--- src/rtl/incr_pkg.sv ---
package incr_pkg;

  // Action strobes from a stage's control to its datapath.
  typedef struct packed {
    logic fireAdd;
    logic fireBump;
  } stageStrb_t;

endpackage

--- src/rtl/incCtrl.sv ---
module incCtrl
  import incr_pkg::*;
#(
  parameter int W = 32
) (
  input  logic         headValid,
  input  logic [W-1:0] headData,
  input  logic         sinkRdy,
  output stageStrb_t   strb
);

  logic headZero;
  logic addGuard;
  logic bumpGuard;

  assign headZero  = (headData == '0);
  assign addGuard  = headValid && sinkRdy && !headZero;
  assign bumpGuard = headValid && headZero;

  // The forwarding action is tested first; only one action may fire.
  always_comb begin
    strb = '0;
    if (addGuard) begin
      strb.fireAdd = 1'b1;
    end else if (bumpGuard) begin
      strb.fireBump = 1'b1;
    end
  end

endmodule

--- src/rtl/incDatapath.sv ---
module incDatapath
  import incr_pkg::*;
#(
  parameter int W        = 32,
  parameter int INC_INIT = 1
) (
  input  logic         clk,
  input  logic         rst,
  input  stageStrb_t   strb,
  input  logic [W-1:0] headData,
  output logic [W-1:0] sumData,
  output logic [W-1:0] incAmt
);

  localparam logic [W-1:0] INC_RST = W'(INC_INIT);

  always_ff @(posedge clk) begin
    if (rst) begin
      incAmt <= INC_RST;
    end else if (strb.fireBump) begin
      incAmt <= incAmt + W'(1);
    end
  end

  assign sumData = headData + incAmt;

endmodule

--- src/rtl/incStage.sv ---
module incStage
  import incr_pkg::*;
#(
  parameter int W        = 32,
  parameter int INC_INIT = 1
) (
  input  logic         clk,
  input  logic         rst,
  input  logic         headValid,
  input  logic [W-1:0] headData,
  output logic         headDeq,
  input  logic         sinkRdy,
  output logic         sinkEnq,
  output logic [W-1:0] sinkData,
  output stageStrb_t   strb,
  output logic [W-1:0] incAmt
);

  incCtrl #(.W(W)) uCtrl (
    .headValid (headValid),
    .headData  (headData),
    .sinkRdy   (sinkRdy),
    .strb      (strb)
  );

  incDatapath #(.W(W), .INC_INIT(INC_INIT)) uDp (
    .clk      (clk),
    .rst      (rst),
    .strb     (strb),
    .headData (headData),
    .sumData  (sinkData),
    .incAmt   (incAmt)
  );

  assign headDeq = strb.fireAdd | strb.fireBump;
  assign sinkEnq = strb.fireAdd;

endmodule

--- src/rtl/incChannel.sv ---
module incChannel #(
  parameter int W     = 32,
  parameter int DEPTH = 4,
  localparam int AW   = (DEPTH > 1) ? $clog2(DEPTH) : 1,
  localparam int CW   = $clog2(DEPTH + 1)
) (
  input  logic          clk,
  input  logic          rst,
  input  logic          pushEn,
  input  logic [W-1:0]  pushData,
  output logic          full,
  input  logic          popEn,
  output logic          headValid,
  output logic [W-1:0]  headData,
  output logic [CW-1:0] count
);

  localparam logic [AW-1:0] LAST = AW'(DEPTH - 1);
  localparam logic [CW-1:0] CAP  = CW'(DEPTH);

  logic [W-1:0]  slots [DEPTH];
  logic [AW-1:0] wrPtr;
  logic [AW-1:0] rdPtr;
  logic          doPush;
  logic          doPop;

  assign full      = (count == CAP);
  assign headValid = (count != '0);
  assign headData  = slots[rdPtr];
  assign doPush    = pushEn && !full;
  assign doPop     = popEn && headValid;

  always_ff @(posedge clk) begin
    if (doPush) begin
      slots[wrPtr] <= pushData;
    end
  end

  always_ff @(posedge clk) begin
    if (rst) begin
      wrPtr <= '0;
      rdPtr <= '0;
      count <= '0;
    end else begin
      if (doPush) begin
        wrPtr <= (wrPtr == LAST) ? '0 : wrPtr + AW'(1);
      end
      if (doPop) begin
        rdPtr <= (rdPtr == LAST) ? '0 : rdPtr + AW'(1);
      end
      case ({doPush, doPop})
        2'b10:   count <= count + CW'(1);
        2'b01:   count <= count - CW'(1);
        default: count <= count;
      endcase
    end
  end

endmodule

--- src/rtl/incChainTop.sv ---
module incChainTop
  import incr_pkg::*;
#(
  parameter int W          = 32,
  parameter int INC_A      = 1,
  parameter int INC_B      = 2,
  parameter int CHAN_DEPTH = 4
) (
  input  logic         clk,
  input  logic         rst,
  input  logic         inValid,
  input  logic [W-1:0] inData,
  output logic         inDeq,
  input  logic         outRdy,
  output logic         outEnq,
  output logic [W-1:0] outData
);

  localparam int CW = $clog2(CHAN_DEPTH + 1);

  stageStrb_t    strbA;
  stageStrb_t    strbB;
  logic [W-1:0]  incAmtA;
  logic [W-1:0]  incAmtB;
  logic          chanPush;
  logic [W-1:0]  chanIn;
  logic          chanFull;
  logic          chanPop;
  logic          chanValid;
  logic [W-1:0]  chanHead;
  logic [CW-1:0] chanCount;

  incStage #(.W(W), .INC_INIT(INC_A)) uStageA (
    .clk       (clk),
    .rst       (rst),
    .headValid (inValid),
    .headData  (inData),
    .headDeq   (inDeq),
    .sinkRdy   (!chanFull),
    .sinkEnq   (chanPush),
    .sinkData  (chanIn),
    .strb      (strbA),
    .incAmt    (incAmtA)
  );

  incChannel #(.W(W), .DEPTH(CHAN_DEPTH)) uChan (
    .clk       (clk),
    .rst       (rst),
    .pushEn    (chanPush),
    .pushData  (chanIn),
    .full      (chanFull),
    .popEn     (chanPop),
    .headValid (chanValid),
    .headData  (chanHead),
    .count     (chanCount)
  );

  incStage #(.W(W), .INC_INIT(INC_B)) uStageB (
    .clk       (clk),
    .rst       (rst),
    .headValid (chanValid),
    .headData  (chanHead),
    .headDeq   (chanPop),
    .sinkRdy   (outRdy),
    .sinkEnq   (outEnq),
    .sinkData  (outData),
    .strb      (strbB),
    .incAmt    (incAmtB)
  );

endmodule

--- config.mk ---
export PLATFORM = sky130hd
export DESIGN_NAME = incChainTop
export DESIGN_NICKNAME = d
export VERILOG_FILES = /design/src/rtl/incr_pkg.sv /design/src/rtl/incCtrl.sv /design/src/rtl/incDatapath.sv /design/src/rtl/incStage.sv /design/src/rtl/incChannel.sv /design/src/rtl/incChainTop.sv
export SDC_FILE = /design/constraint.sdc
export NUM_CORES = 1
export LEC_CHECK = 0
export BUFFER_PORTS_ARGS = -buffer_cell sky130_fd_sc_hd__buf_2
export CAP_MARGIN = 40
export CORE_MARGIN = 8
export CORE_UTILIZATION = 30
export DETAILED_ROUTE_END_ITERATION = 10
export HOLD_SLACK_MARGIN = 0.03
export PLACE_DENSITY_LB_ADDON = 0.08
export SLEW_MARGIN = 15
export SYNTH_ARGS = -nofsm -noshare
export SYNTH_HDL_FRONTEND = slang
export SYNTH_SLANG_ARGS = --single-unit
--- constraint.sdc ---
create_clock -name clk -period 4.1 [get_ports clk]
set_input_delay 0.82 -clock clk [delete_from_list [all_inputs] [get_ports clk]]
set_output_delay 0.82 -clock clk [all_outputs]
set_load 0.02 [all_outputs]
==> results list <==
- Result of the run: finished, violations left
- Violated checks: setup timing
- Register clock-pin slew on the reported worst setup and hold paths: 0.06 ns
- The floorplan step set the die width to about 210 µm.
* Endpoint of the worst hold-timing path: uStageA.uDp.incAmt[31]
- The mapped netlist covers 0.01121 mm².
* Number of global-route vias before repair: 8680
- Worst path cell trace: buf_12 > buf_6 > mux4_2 > ha_4 > nand4_1 > nor4_4 > o31ai_4 > a31oi_4 > o41ai_2 > buf_4 > o41ai_4 > buf_4 > xnor2_2 > buf_4
* Post-synthesis cell type with the largest combined area: sky130_fd_sc_hd__edfxtp_1
- Hold path depth: 2
- The number of antenna diodes in the final layout is 0.
- The critical path is of the flip-flop to primary output type.
- Gr ovfl total: 0
- Top routing layer in use: met4
- Register bit total from synthesis: around 200
- After synthesis, the netlist uses 57 different library cells.
* # rows: between 70 and 80
- Tightest slew margin relative to the limit: between 40% and 50%
* Met3 Wirelength: 1009 µm
- The final hold violation count is 0.
- For the final database, setup skew stands at 0.008085 ns.
- Share of post-route cells with drive strength above 1: approximately 29%
- STA puts the critical path data arrival time at 3.71 ns.
- Summed over its instances, the top area cell type makes up between 30% and 40% of the synthesized netlist area.
* Yosys warns: 0
* Slowest cell on crit path: sky130_fd_sc_hd__mux4_2
- The core region is 0.03722 mm².
* Cell types with the largest area share after synthesis: sky130_fd_sc_hd__edfxtp_1 (34%), sky130_fd_sc_hd__dfxtp_1 (13%), sky130_fd_sc_hd__ha_1 (7.8%), sky130_fd_sc_hd__mux4_2 (6.4%), sky130_fd_sc_hd__xnor2_1 (4.6%)
* Unrepaired setup endpoints after global routing: true
* Post-cts hold buffer count: 0
* Most frequently used cell type in the post-synthesis netlist: sky130_fd_sc_hd__edfxtp_1
- Crit-path max cell delay: 0.58 ns
- Maximum root-to-sink buffer count: 3
- Placed wire-length estimate: about 23000 µm
* Fraction of registers with async set or reset after synthesis: 0%
- At the end of the flow, the number of nets in the layout was 1334.
- CTS tree: done
- Total Routing Usage GR: 13.66%
* Slew Limit Fails: 0
* RD Place Congestion: 0.7838
- Worst-path fanout max: 7
* Cell count of the worst reg-to-reg path: 18
* TritonRoute pass-1 iters: 4
* Final setup viols: 20
- The layout has 3659 filler cells.
- After layout, the worst setup slack is -0.4254 ns.
- The most numerous cell type found on the critical path is sky130_fd_sc_hd__buf_4.
* Dominant synthesized flop cell: sky130_fd_sc_hd__edfxtp_1
- Count of maximum capacitance violations: 0
* Initial antenna violation count: 0
- The detail route stage leaves a number of antenna-violating nets equal to 0.
- Maximum achievable frequency: 0.2210 GHz
- The routed layout has 8395 vias.
- Once the floorplan was initialized, standard cells occupied between 30 and 40% of the core.
- Final TNS setup: -6.052 ns
* Wirelength per Cell: 17.63 µm
- Kind of end point of the critical path: primary output
- The clock net in this run drives a total of approximately 200 sinks.
- For this block, the routed nets add up to 30270 µm of wire.
* DIE HEIGHT: 209.3 µm
- The routed design uses 13930 µm of met2 wire.
* Clock Root Buffer: sky130_fd_sc_hd__clkbuf_16
- Number of synthesized flops with an enable pin: 128
- Clock insertion delay at the later pin of the skew report: a little over 0.5 ns
- Power density over the cells: 469.7 mW/mm²
* Start point of the worst min-delay path: uStageA.uDp.incAmt[31]
* Die footprint: 0.04380 mm²
* Number of nets produced by synthesis: 1132
- The worst register-to-register path ends at uChan.count[2].
- A synthesized cell averages 10.96 µm².
- Number of H-tree levels: 1
* Leakage power figure: 0.005736 µW
- Across all register-to-register paths, the minimum setup slack is 0.31 ns.
* Proportion of synthesized chip area in sequential cells: roughly 47%
- In this run the worst hold path is classified as flip-flop to flip-flop.
- Highest ir drop seen on vdd: 0.2338 mV
* Smallest hold slack: 0.4992 ns
- DRC Markers: 0
- Total clock buffers created by CTS: 24
- Number of top-level pins: 70
* Worst path required time: 3.28 ns
- Syn-to-layout area delta: 31.68%
- In the finished design, the share of the clock period the worst path needs comes to 110.4%.
* Measured slew at the worst slew-check pin: between 0.8 and 0.9 ns
- After detailed routing, the number of vias per cell comes to 4.889.
- Fin crit period: 4.525 ns
- The cell count after synthesis came out at 1023.
* Number of design-rule violations left by the first detailed-router iteration: approximately 370
* Wire length of the first global-routing pass: slightly below 50000 µm
- After detailed routing, the wire length on met1 is 14890 µm.
- Maximum number of pins on one net before global-route repair: 68
* Number of buffer cells added on primary ports: just under 70
- Most common library cells after synthesis: sky130_fd_sc_hd__edfxtp_1 (128), sky130_fd_sc_hd__nor2_1 (98), sky130_fd_sc_hd__dfxtp_1 (73), sky130_fd_sc_hd__ha_1 (70), sky130_fd_sc_hd__nand2_1 (67)
* Critical Path Source Type: flip-flop
state kept, by name, indices dropped and copies added, names as in the netlist, named ones only:
register	flops
uChan.slots	128
uStageA.uDp.incAmt	32
uStageB.uDp.incAmt	32
uChan.count	3
uChan.rdPtr	2
uChan.wrPtr	2
report_power, final:
part	internal [µW]	switching, µW	leakage [µW]
Sequential	2300	44.5	0.00176
Clock	1310	834	0.000393
Combinational	1140	1300	0.00358
per-layer routing:
metal / vias up / track usage (%)
met5: - / 0
met4: 0 / 2.625
met3: 34 / 2.014
met2: 118 / 22.58
met1: 3986 / 18.89
li1: 4257 / -
stage by stage:
stage	worst slack (ns)	utilization [%]	total power [µW]	cell area, µm²	cells
floorplan	-0.05736	-	3576	11240	1023
global placement	-0.2999	34.74	4414	12930	1649
detailed placement	-0.3143	34.74	4410	12930	1649
CTS	-0.5606	38.88	6922	14470	1711
global route	-0.6000	39.65	7312	14760	1717
finish	-0.4254	39.65	6933	14760	1717
worst max-delay path: cells and delay by family, from the launching register on:
| family | cells | cell delay, ns |
|---|---|---|
| buffers and inverters | 5 | 0.74 |
| AO/OA/AOI/OAI | 4 | 0.66 |
| flip-flops | 1 | 0.38 |
| adder cells (fa/ha/maj) | 1 | 0.31 |
| XOR/XNOR | 1 | 0.10 |
| multiplexers | 1 | 0.58 |
| AND/OR/NAND/NOR | 2 | 0.42 |
cell usage in the layout, fill, tap and decap left out, types with 37 or more instances in the layout:
cell type                    n
sky130_fd_sc_hd__dfxtp_1    72
sky130_fd_sc_hd__buf_2      43
sky130_fd_sc_hd__edfxtp_1  128
sky130_fd_sc_hd__buf_4     138
sky130_fd_sc_hd__xor2_1     50
sky130_fd_sc_hd__ha_1       50
sky130_fd_sc_hd__nor2_1     95
sky130_fd_sc_hd__a21oi_1    52
sky130_fd_sc_hd__a21o_1     37
sky130_fd_sc_hd__xnor2_1    51
sky130_fd_sc_hd__nand2_1    64
repair_timing:
action,in CTS,in global routing
pin swaps,51,31
setup endpoints to repair,26,26
cloned,1,0
resized for setup,121,47
setup buffers,19,11
cell type report:
class / instances / area [µm²] / share of cell area (%)
clock inverter: 15 / 150.1 / 1.017
timing repair buffer: 201 / 1533 / 10.38
inverter: 33 / 123.9 / 0.8393
sequential: 201 / 5309 / 35.97
clock buffer: 29 / 650.6 / 4.408
multi-input combinational: 764 / 6400 / 43.36
tap: 474 / 593.1 / 4.018
worst max-delay path by stage:
stage	from	endpoint	slack [ns]	cells after the start
after global placement	flip-flop	outData[29]	-0.30	14
after CTS	flip-flop	outData[29]	-0.56	14
after global routing	flip-flop	outData[28]	-0.60	14
after floorplan	flip-flop	outData[29]	-0.06	12
final	flip-flop	outData[31]	-0.43	14
after detailed placement	flip-flop	outData[29]	-0.31	14
kinds of logic after synthesis:
kind of cell / Yosys count / synth area share, %
flip-flops: 201 / 47.33
buffers and inverters: 58 / 2.087
multiplexers: 35 / 6.698
AND/OR/NAND/NOR: 334 / 14.91
adder cells (fa/ha/maj): 73 / 8.350
AO/OA/AOI/OAI: 213 / 12.10
XOR/XNOR: 109 / 8.518
Note: power is estimated with default switching activity, not from simulation.
